**src/rtl/pci_tgt_pkg.sv**
```systemverilog
// Package: shared state encoding and bus command codes for the target.
package pci_tgt_pkg;
    typedef enum logic [1:0] {
        ST_IDLE = 2'd0,
        ST_DATA = 2'd1,
        ST_TERM = 2'd2
    } tgt_state_e;

    localparam logic [3:0] CMD_MEM_RD = 4'b0110;
    localparam logic [3:0] CMD_MEM_WR = 4'b0111;
endpackage

```
**src/rtl/pci_lock_track.sv**
```systemverilog
// Module: pci_lock_track
// Records which master owns the target's lock and flags a conflicting
// locked address phase. Assumes a single locked region covers the target.
module pci_lock_track #(
    parameter int ID_W = 2
) (
    input  logic            clk,
    input  logic            rst_n,
    input  logic            addr_phase,
    input  logic            frame_n_i,
    input  logic            lock_n_i,
    input  logic [ID_W-1:0] mst_id_i,
    output logic            conflict
);
    logic            own_vld_q;
    logic [ID_W-1:0] own_id_q;

    // Flag a locked address phase from a master other than the owner.
    always_comb begin
        conflict = addr_phase && !lock_n_i && own_vld_q && (mst_id_i != own_id_q);
    end

    // Take ownership on a free locked address phase, drop it when bus and lock idle.
    always_ff @(posedge clk) begin
        if (!rst_n) begin
            own_vld_q <= 1'b0;
            own_id_q  <= '0;
        end else if (frame_n_i && lock_n_i) begin
            own_vld_q <= 1'b0;
        end else if (addr_phase && !lock_n_i && !own_vld_q) begin
            own_vld_q <= 1'b1;
            own_id_q  <= mst_id_i;
        end
    end

    p_lock_clear_r10: assert property (@(posedge clk) disable iff (!rst_n)
        (frame_n_i && lock_n_i) |=> !own_vld_q);
    p_lock_take_r5: assert property (@(posedge clk) disable iff (!rst_n)
        (addr_phase && !lock_n_i && !own_vld_q) |=> (own_vld_q && own_id_q == $past(mst_id_i)));
endmodule

```
**src/rtl/pci_term_policy.sv**
```systemverilog
// Module: pci_term_policy
// Decides readiness and stop request for the current data phase from the
// direction, buffer state, read data state and line position.
// Assumes the read source keeps rd_valid high until the word is taken.
module pci_term_policy (
    input  logic is_wr,
    input  logic line_last,
    input  logic line_disc_en,
    input  logic wbuf_full,
    input  logic rd_valid,
    output logic ready,
    output logic stop_req
);
    // Writes stall into a stop when the buffer is full; reads stop at line end.
    always_comb begin
        if (is_wr) begin
            ready    = !wbuf_full;
            stop_req = wbuf_full;
        end else begin
            ready    = rd_valid;
            stop_req = line_disc_en && line_last && rd_valid;
        end
    end
endmodule

```
**src/rtl/pci_tgt_term.sv**
```systemverilog
// Module: pci_tgt_term
// PCI memory target control: address/data phase sequencing, wait states,
// and early termination (retry, disconnect, target abort).
// Assumes the master deasserts FRAME# within three clocks of seeing STOP#
// and obeys the FRAME#/IRDY# ordering rules; no parity or turnaround.
module pci_tgt_term
    import pci_tgt_pkg::*;
#(
    parameter int ID_W       = 2,
    parameter int LINE_IDX_W = 3
) (
    input  logic            clk,
    input  logic            rst_n,
    input  logic            frame_n_i,
    input  logic            irdy_n_i,
    input  logic            lock_n_i,
    input  logic [3:0]      cmd_i,
    input  logic [31:0]     ad_i,
    input  logic [ID_W-1:0] mst_id_i,
    input  logic            line_disc_en_i,
    input  logic            wbuf_full_i,
    input  logic            rd_valid_i,
    input  logic [31:0]     rd_data_i,
    output logic            tgt_oe_o,
    output logic            devsel_n_o,
    output logic            trdy_n_o,
    output logic            stop_n_o,
    output logic            ad_oe_o,
    output logic [31:0]     ad_o,
    output logic            wr_push_o,
    output logic [31:0]     wr_addr_o,
    output logic [31:0]     wr_data_o,
    output logic            rd_ack_o,
    output logic [31:0]     rd_addr_o
);
    localparam int IDX_HI = LINE_IDX_W + 1;

    tgt_state_e  state_q, state_d;
    logic        is_wr_q, abort_q;
    logic [31:0] ptr_q;
    logic        addr_phase, cmd_ok, conflict;
    logic        ready, stop_req, line_last;
    logic        in_data, in_term;
    logic        trdy_a, stop_a, devsel_a, xfer, leave;

    assign addr_phase = (state_q == ST_IDLE) && !frame_n_i;
    assign cmd_ok     = (cmd_i == CMD_MEM_RD) || (cmd_i == CMD_MEM_WR);
    assign line_last  = &ptr_q[IDX_HI:2];
    assign in_data    = (state_q == ST_DATA);
    assign in_term    = (state_q == ST_TERM);

    pci_lock_track #(.ID_W(ID_W)) u_lock (
        .clk        (clk),
        .rst_n      (rst_n),
        .addr_phase (addr_phase),
        .frame_n_i  (frame_n_i),
        .lock_n_i   (lock_n_i),
        .mst_id_i   (mst_id_i),
        .conflict   (conflict)
    );

    pci_term_policy u_policy (
        .is_wr        (is_wr_q),
        .line_last    (line_last),
        .line_disc_en (line_disc_en_i),
        .wbuf_full    (wbuf_full_i),
        .rd_valid     (rd_valid_i),
        .ready        (ready),
        .stop_req     (stop_req)
    );

    // Form the active-high control levels for this cycle.
    always_comb begin
        trdy_a   = in_data && ready;
        stop_a   = (in_data && stop_req) || in_term;
        devsel_a = in_data || (in_term && !abort_q);
        xfer     = trdy_a && !irdy_n_i;
        leave    = in_data && stop_req && (!ready || !irdy_n_i);
    end

    // Next-state selection for the phase sequencer.
    always_comb begin
        state_d = state_q;
        unique case (state_q)
            ST_IDLE: if (addr_phase) state_d = (!cmd_ok || conflict) ? ST_TERM : ST_DATA;
            ST_DATA: begin
                if (leave)                  state_d = frame_n_i ? ST_IDLE : ST_TERM;
                else if (xfer && frame_n_i) state_d = ST_IDLE;
            end
            ST_TERM: if (frame_n_i) state_d = ST_IDLE;
            default: state_d = ST_IDLE;
        endcase
    end

    // Sequencer state, transaction attributes and the dword pointer.
    always_ff @(posedge clk) begin
        if (!rst_n) begin
            state_q <= ST_IDLE;
            is_wr_q <= 1'b0;
            abort_q <= 1'b0;
            ptr_q   <= '0;
        end else begin
            state_q <= state_d;
            if (addr_phase) begin
                is_wr_q <= (cmd_i == CMD_MEM_WR);
                abort_q <= !cmd_ok;
                ptr_q   <= ad_i;
            end else if (xfer) begin
                ptr_q <= ptr_q + 32'd4;
            end
        end
    end

    // Drive the bus-facing and buffer-facing outputs.
    always_comb begin
        tgt_oe_o   = (state_q != ST_IDLE);
        devsel_n_o = !devsel_a;
        trdy_n_o   = !trdy_a;
        stop_n_o   = !stop_a;
        ad_oe_o    = in_data && !is_wr_q;
        ad_o       = rd_data_i;
        wr_push_o  = xfer && is_wr_q;
        wr_addr_o  = ptr_q;
        wr_data_o  = ad_i;
        rd_ack_o   = xfer && !is_wr_q;
        rd_addr_o  = ptr_q;
    end

    p_reset_idle_r1: assert property (@(posedge clk)
        !rst_n |=> (!tgt_oe_o && !ad_oe_o));
    p_trdy_with_devsel_r2: assert property (@(posedge clk) disable iff (!rst_n)
        (tgt_oe_o && !trdy_n_o) |-> !devsel_n_o);
    p_move_on_handshake_r2: assert property (@(posedge clk) disable iff (!rst_n)
        (wr_push_o || rd_ack_o) |-> (!irdy_n_i && !trdy_n_o));
    p_addr_step_r2: assert property (@(posedge clk) disable iff (!rst_n)
        (wr_push_o || rd_ack_o) |=> (ptr_q == $past(ptr_q) + 32'd4));
    p_final_release_r4: assert property (@(posedge clk) disable iff (!rst_n)
        ((wr_push_o || rd_ack_o) && frame_n_i && stop_n_o) |=> !tgt_oe_o);
    p_conflict_retry_r5: assert property (@(posedge clk) disable iff (!rst_n)
        (conflict && cmd_ok) |=> (!stop_n_o && !devsel_n_o && trdy_n_o));
    p_abort_no_data_r8: assert property (@(posedge clk) disable iff (!rst_n)
        (!stop_n_o && devsel_n_o) |-> (trdy_n_o && !wr_push_o && !rd_ack_o));
    p_stop_held_r9: assert property (@(posedge clk) disable iff (!rst_n)
        (in_term && !frame_n_i) |=> (!stop_n_o && $stable(devsel_n_o)));
    p_release_r9: assert property (@(posedge clk) disable iff (!rst_n)
        (in_term && frame_n_i) |=> !tgt_oe_o);
endmodule

```
**config.mk**
```make
export PLATFORM = sky130hd
export DESIGN_NAME = pci_tgt_term
export DESIGN_NICKNAME = d
export VERILOG_FILES = /design/src/rtl/pci_tgt_pkg.sv /design/src/rtl/pci_lock_track.sv /design/src/rtl/pci_term_policy.sv /design/src/rtl/pci_tgt_term.sv
export SDC_FILE = /design/constraint.sdc
export NUM_CORES = 1
export LEC_CHECK = 0
export BUFFER_PORTS_ARGS = -buffer_cell sky130_fd_sc_hd__buf_2
export CELL_PAD_IN_SITES_DETAIL_PLACEMENT = 0
export CELL_PAD_IN_SITES_GLOBAL_PLACEMENT = 2
export CORE_AREA = 2 2 119 121
export DETAILED_ROUTE_END_ITERATION = 10
export DIE_AREA = 0 0 121 123
export PLACE_DENSITY = 0.91
export SYNTH_ARGS = -nofsm -noshare
export SYNTH_HDL_FRONTEND = slang
export SYNTH_HIERARCHICAL = 1
export SYNTH_SLANG_ARGS = --single-unit
export TNS_END_PERCENT = 100
```
**constraint.sdc**
```tcl
create_clock -name clk -period 6.15 [get_ports clk]
set_clock_uncertainty 0.2 [all_clocks]
set_input_delay 0.3075 -clock clk [delete_from_list [all_inputs] [get_ports clk]]
set_output_delay 0.3075 -clock clk [all_outputs]
set_load 0.005 [all_outputs]
```
### After elaboration in Yosys (flattened, before gate mapping)

Cells that the tools add are included.

| storage, ports and cells | value |
|---|---|
| RAM bits | 0 |
| bits in latches | 0 |
| word-level logic and storage cells | 69 |
| bits in registers | 39 |
| memories | 0 |
| memory bits (read-only) | 0 |

| operators by class | value |
|---|---|
| reduce and logical (&&, ||, !) cells | 41 |
| $add $sub $neg | 1 |
| multiply operators | 0 |
| $lt $le $gt $ge | 0 |
| div/mod/pow operators | 0 |
| bitwise operators | 2 |
| shifts and indexed selects | 0 |
| mux-type cells | 11 |
| equality and inequality tests | 8 |

Operators with widths:

| operator | number |
|---|---|
| 2-to-1 mux 32 bit | 2 |
| adder 32 x 3 -> 32 bit (second input constant) | 1 |
| logical AND 1 bit | 17 |
| zero test 1 bit | 12 |
| 2-to-1 mux 2 bit | 6 |
| equality test 4 x 3 -> 1 bit (second input constant) | 2 |
| case mux 2 bit (3 select lines) | 1 |
| AND reduction 3 bit | 2 |
| logical OR 1 bit | 5 |
| nonzero test 2 bit | 2 |
| inequality test 3 x 1 -> 1 bit (second input constant) | 1 |
| equality test 2 x 1 -> 1 bit (second input constant) | 1 |
| equality test 2 bit (second input constant) | 1 |
| zero test 2 bit | 1 |
| 2-to-1 mux 1 bit | 2 |
| inequality test 2 x 1 -> 1 bit (second input constant) | 1 |
| inequality test 2 bit | 1 |
| inequality test 2 bit (second input constant) | 1 |
| inverter 1 bit | 2 |
| AND reduction 2 bit | 1 |
| OR reduction 2 bit | 1 |

### Depth between registers and ports, before layout

| depth | value |
|---|---|
| depth in word-level cells | 9 |
| depth in mapped cells | 10 |
| gate-level depth less buffers | 8 |

### By module

The synthesis kept the hierarchy.

Modules (own cells, without submodules):

| module | cells each | area an instance (µm²) | instances |
|---|---|---|---|
| pci_tgt_term | 356 | 2854.0 | 1 |
| pci_lock_track | 16 | 162.7 | 1 |
| pci_term_policy | 5 | 27.5 | 1 |

### Worst setup path before layout

No wires, ideal clock.

| timing path | value |
|---|---|
| path kind | reg2reg |
| start | reg is_wr_q |
| end | reg ptr_q[17] (netlist: rd_addr_o[17]) |
| stages on the path, launching flop included | 8 |
| required time | 5.830 ns |
| setup slack | 3.801 ns |
| arrival time | 2.030 ns |
| library setup time | 0.120 ns |
| period minus slack after synthesis | 2.349 ns |
| buffers on the path | 1 |
| cell sequence | dfxtp_1 mux2i_1 and4bb_1 buf_4 nand3_1 or3_4 o211a_1 o31a_1 |

| on the way | value |
|---|---|
| longest elaborated chain between the ends | 4 |

Ends and longest elaborated chain:

| element | line | text |
|---|---|---|
| start, declared | pci_tgt_term.sv:39 | `logic is_wr_q, abort_q;` |
| start signal, assigned | pci_tgt_term.sv:105 | `is_wr_q <= (cmd_i == CMD_MEM_WR);` |
| 2-to-1 mux 1 bit | pci_term_policy.sv:16 | `if (is_wr) begin` |
| named net ready | pci_tgt_term.sv:42 | `logic ready, stop_req, line_last;` |
| logical AND 1 bit | pci_tgt_term.sv:74 | `trdy_a = in_data && ready;` |
| logical AND 1 bit | pci_tgt_term.sv:77 | `xfer = trdy_a && !irdy_n_i;` |
| nonzero test 2 bit (no source line) | n/a |  |
| end signal, assigned | pci_tgt_term.sv:107 | `ptr_q <= ad_i;` |
| end signal, assigned | pci_tgt_term.sv:109 | `ptr_q <= ptr_q + 32'd4;` |
| end, declared | pci_tgt_term.sv:40 | `logic [31:0] ptr_q;` |

The timed path passes the listed nets, and every way through them passes these cells.
A chain may end at the register's enable or synchronous reset.

### Worst setup path after layout

Same ends and word-level chain as after synthesis.

==> results by group <==
Worst setup path
  • Critical Path Sink: rd_addr_o[17]
  • Crit path kind: flop to flop
  • Crit path launch type: flop
  • FF-to-FF path depth: 6
  • Setup crit start: is_wr_q
  • Arr. time, crit path: around 2700 ps
  • CP Cell Sequence: mux2i_1, and4bb_1, nand3_1, or3_4, o211a_1, o31a_1
  • Setup slack, reg-to-reg: 3430 ps
  • R2R Path End: rd_addr_o[17]
  • Largest stage delay, worst path: 530 ps
  • Setup crit end kind: flop
  • Critical path's slowest cell: and4bb_1
  • Worst path required time: approximately 6000 ps
  • Reg2Reg Launch Point: is_wr_q
  • Max FO, Critical Path: 9

Final layout
  • Synth-to-layout area growth: 12.5%
  • Fillcell total: 1489
  • Antenna Cells: 0
  • Nets: 503
  • Post-route insts no fill: approximately 600
  • Sequential cell area: 781 um^2
  • Area taken by multi-input logic gates: ~1500 um^2
  • Layout cells sized above 1: 0.394
  • Final core occ: 0.252

Place
  • Setup slack at placement: around 3400 ps
  • RePlAce Congestion: ~0.8
  • Hpwl dp: between 6000 and 7000 um
  • Cell total after placement: a little under 600
  • Number of port buffers: between 100 and 150

Route
  • Drt wl/cell: roughly 14 um
  • DR pass1 iterations: 4
  • Iteration-0 DRC Markers: about 70
  • DRC: 0
  • Post-route antenna net violation count: 0
  • Drt total wl: around 8700 um
  • Drt via density: 4.45
  • DR vias: ~2.7k

CTS
  • Post_cts resized: 0
  • Number of hold buffers added after cts: 0
  • Clock tree root buffer cell: clkbuf_16
  • Clk Latency, worst-skew pair: 280 ps
  • Htree depth: 2
  • Num CTS Buffers: 5
  • Clock Sinks: 39
  • CTS max path bufs: 2
  • Post-CTS setup buffer count: 0
  • Clock transition at path regs: around 60 ps
  • CTS tree: done

Pwr
  • Pwr dens: approximately 240 nW/um^2
  • Leak: around 1.6 nW
  • Maximum VDD drop: ~0.00016 V

Logic synthesis
  • Post-Syn Instances: about 380
  • Average size of a mapped cell: between 8 and 9 um^2
  • Fraction of registers with async set/reset: 0
  • Post-synth top area share: 0.256
  • Synth warnings: 6
  • Yosys top cell by area: dfxtp_1
  • Main synth FF type: dfxtp_1
  • Yosys cell types: 58
  • Seq/Total Area, Yosys: 0.256
  • Synthesized flop and latch total: 39
  • Synth Cell Area: 3040 um^2
  • Post-synth EDFFs: 0
  • Most area-consuming cells after synthesis: dfxtp_1, buf_4, nand2_1, nand3_1, xor2_1
  • Syn Nets: between 400 and 500

GRT
  • First-pass GRT wire length: about 13000 um
  • Initial antenna violation count: 0
  • Vias in the first global route: 2475
  • Largest net degree at the start of global routing: 43
  • Total track usage: 0.113
  • Total gr overflow: 0

Floorplanning
  • Die width: 121 um
  • Die area: 14900 um^2
  • Die Height: ~120 um
  • # IOs: roughly 210
  • Initial Util: 0.224
  • Core Rows: between 40 and 50
  • Core area: around 14000 um^2

Worst hold path
  • Min-Delay Path Class: primary input to flop

STA
  • Fin. Hold Viols: 0
  • Final worst-path cycle share: 0.442
  • Final Critical Period: between 2000 and 3000 ps
  • Setup_tns: 0 ps
  • Slew @ Worst Pin: 754 ps
  • Worst slew margin: 0.497
  • Worst setup margin: roughly 3400 ps
  • Fmax: 368 MHz
  • Final setup vio count: 0
  • RSZ-0062 raised after global routing: no
  • Final Max Tran Viols: 0

Run status
  • Run status: completed

Flow run
  • Maximum capacitance violations: 0
worst min path at each step:
stage,startpoint,to,slack [ps],cells past startpoint
floorplan,rst_n,u_lock/own_vld_q,230,1
CTS,ad_i[2],rd_addr_o[2],70,2
global placement,u_lock/own_id_q[0],u_lock/own_id_q[0],250,2
global route,ad_i[2],rd_addr_o[2],80,2
detailed placement,u_lock/own_id_q[1],u_lock/own_id_q[1],270,2
finish,ad_i[7],rd_addr_o[7],80,3
critical path: cells and delay by family (launching register included):
| family | cells | cell delay, ps |
|---|---|---|
| mux | 1 | 520 |
| simple gates | 3 | 1000 |
| flops | 1 | 440 |
| compound gates | 2 | 450 |
per-stage QoR:
| step | instance area (um^2) | power (mW) | hold slack [ps] |
|---|---|---|---|
| 3_5_place_dp | 3240 | 0.478 | 273 |
| 3_3_place_gp | 3240 | 0.474 | 254 |
| 6_report | 3420 | 0.808 | 75.8 |
| 5_1_grt | 3420 | 0.854 | 75.8 |
| 4_1_cts | 3420 | 0.821 | 70.5 |
| 2_1_floorplan | 3040 | 0.442 | 225 |
sequential cells by signal, indices dropped and copies added, names as in the netlist:
name	count
u_lock/own_id_q	2
state_q	2
abort_q	1
rd_addr_o	32
is_wr_q	1
u_lock/own_vld_q	1
where the power goes:
| group | switching (mW) | total, mW | internal (mW) |
|---|---|---|---|
| Combinational | 0.0781 | 0.157 | 0.0790 |
| Clock | 0.106 | 0.339 | 0.233 |
| Sequential | 0.0373 | 0.312 | 0.275 |
| Total | 0.221 | 0.808 | 0.587 |
cells by family after synthesis:
kind of cell             count (synthesis)  share of synthesized area
AND/OR/NAND/NOR                        126                      0.245
buffers and inverters                  117                      0.266
AO/OA/AOI/OAI                           72                      0.162
flip-flops                              39                      0.256
XOR/XNOR                                15                     0.0432
multiplexers                             6                     0.0201
adder cells (fa/ha/maj)                  2                    0.00822
cell type report:
type,count,share of cell area
flip-flops and latches,39,0.228
clock buffers,6,0.0376
multi-input cells,221,0.425
well taps,180,0.0658
inverters,7,0.00767
repair buffers,149,0.218
clock inverters,2,0.0175
synthesized netlist by cell type (6+ instances only):
library cell / n
nand2_1: 41
dfxtp_1: 39
nand3_1: 19
clkbuf_1: 8
inv_1: 6
xor2_1: 10
o21a_1: 7
o21ai_0: 13
nand4_1: 12
o211a_1: 6
a21oi_1: 12
and3_1: 7
o21ai_1: 7
a21boi_1: 8
buf_4: 97
nor2_1: 12
cells in the final DEF (no fill, tap or decap), types with 6 or more instances in the layout:
master / netlist / final
and3_1: 7 / 7
o211a_1: 6 / 6
nand3_1: 19 / 19
o21ai_1: 7 / 7
a21boi_1: 8 / 8
dfxtp_1: 39 / 39
xor2_1: 10 / 10
a21oi_1: 12 / 12
nand2_1: 41 / 41
buf_2: 4 / 148
inv_1: 6 / 6
o21a_1: 7 / 7
o21ai_0: 13 / 13
nand4_1: 12 / 12
nor2_1: 12 / 12
layer usage:
metal	routed length, um	global-route usage	up-vias
li1	-	-	1317
met1	4070	0.150	1243
met2	4010	0.183	112
met3	526	0.0249	14
met4	122	0.0334	0
met5	0	0	-
(Power assumes the default switching activity.)
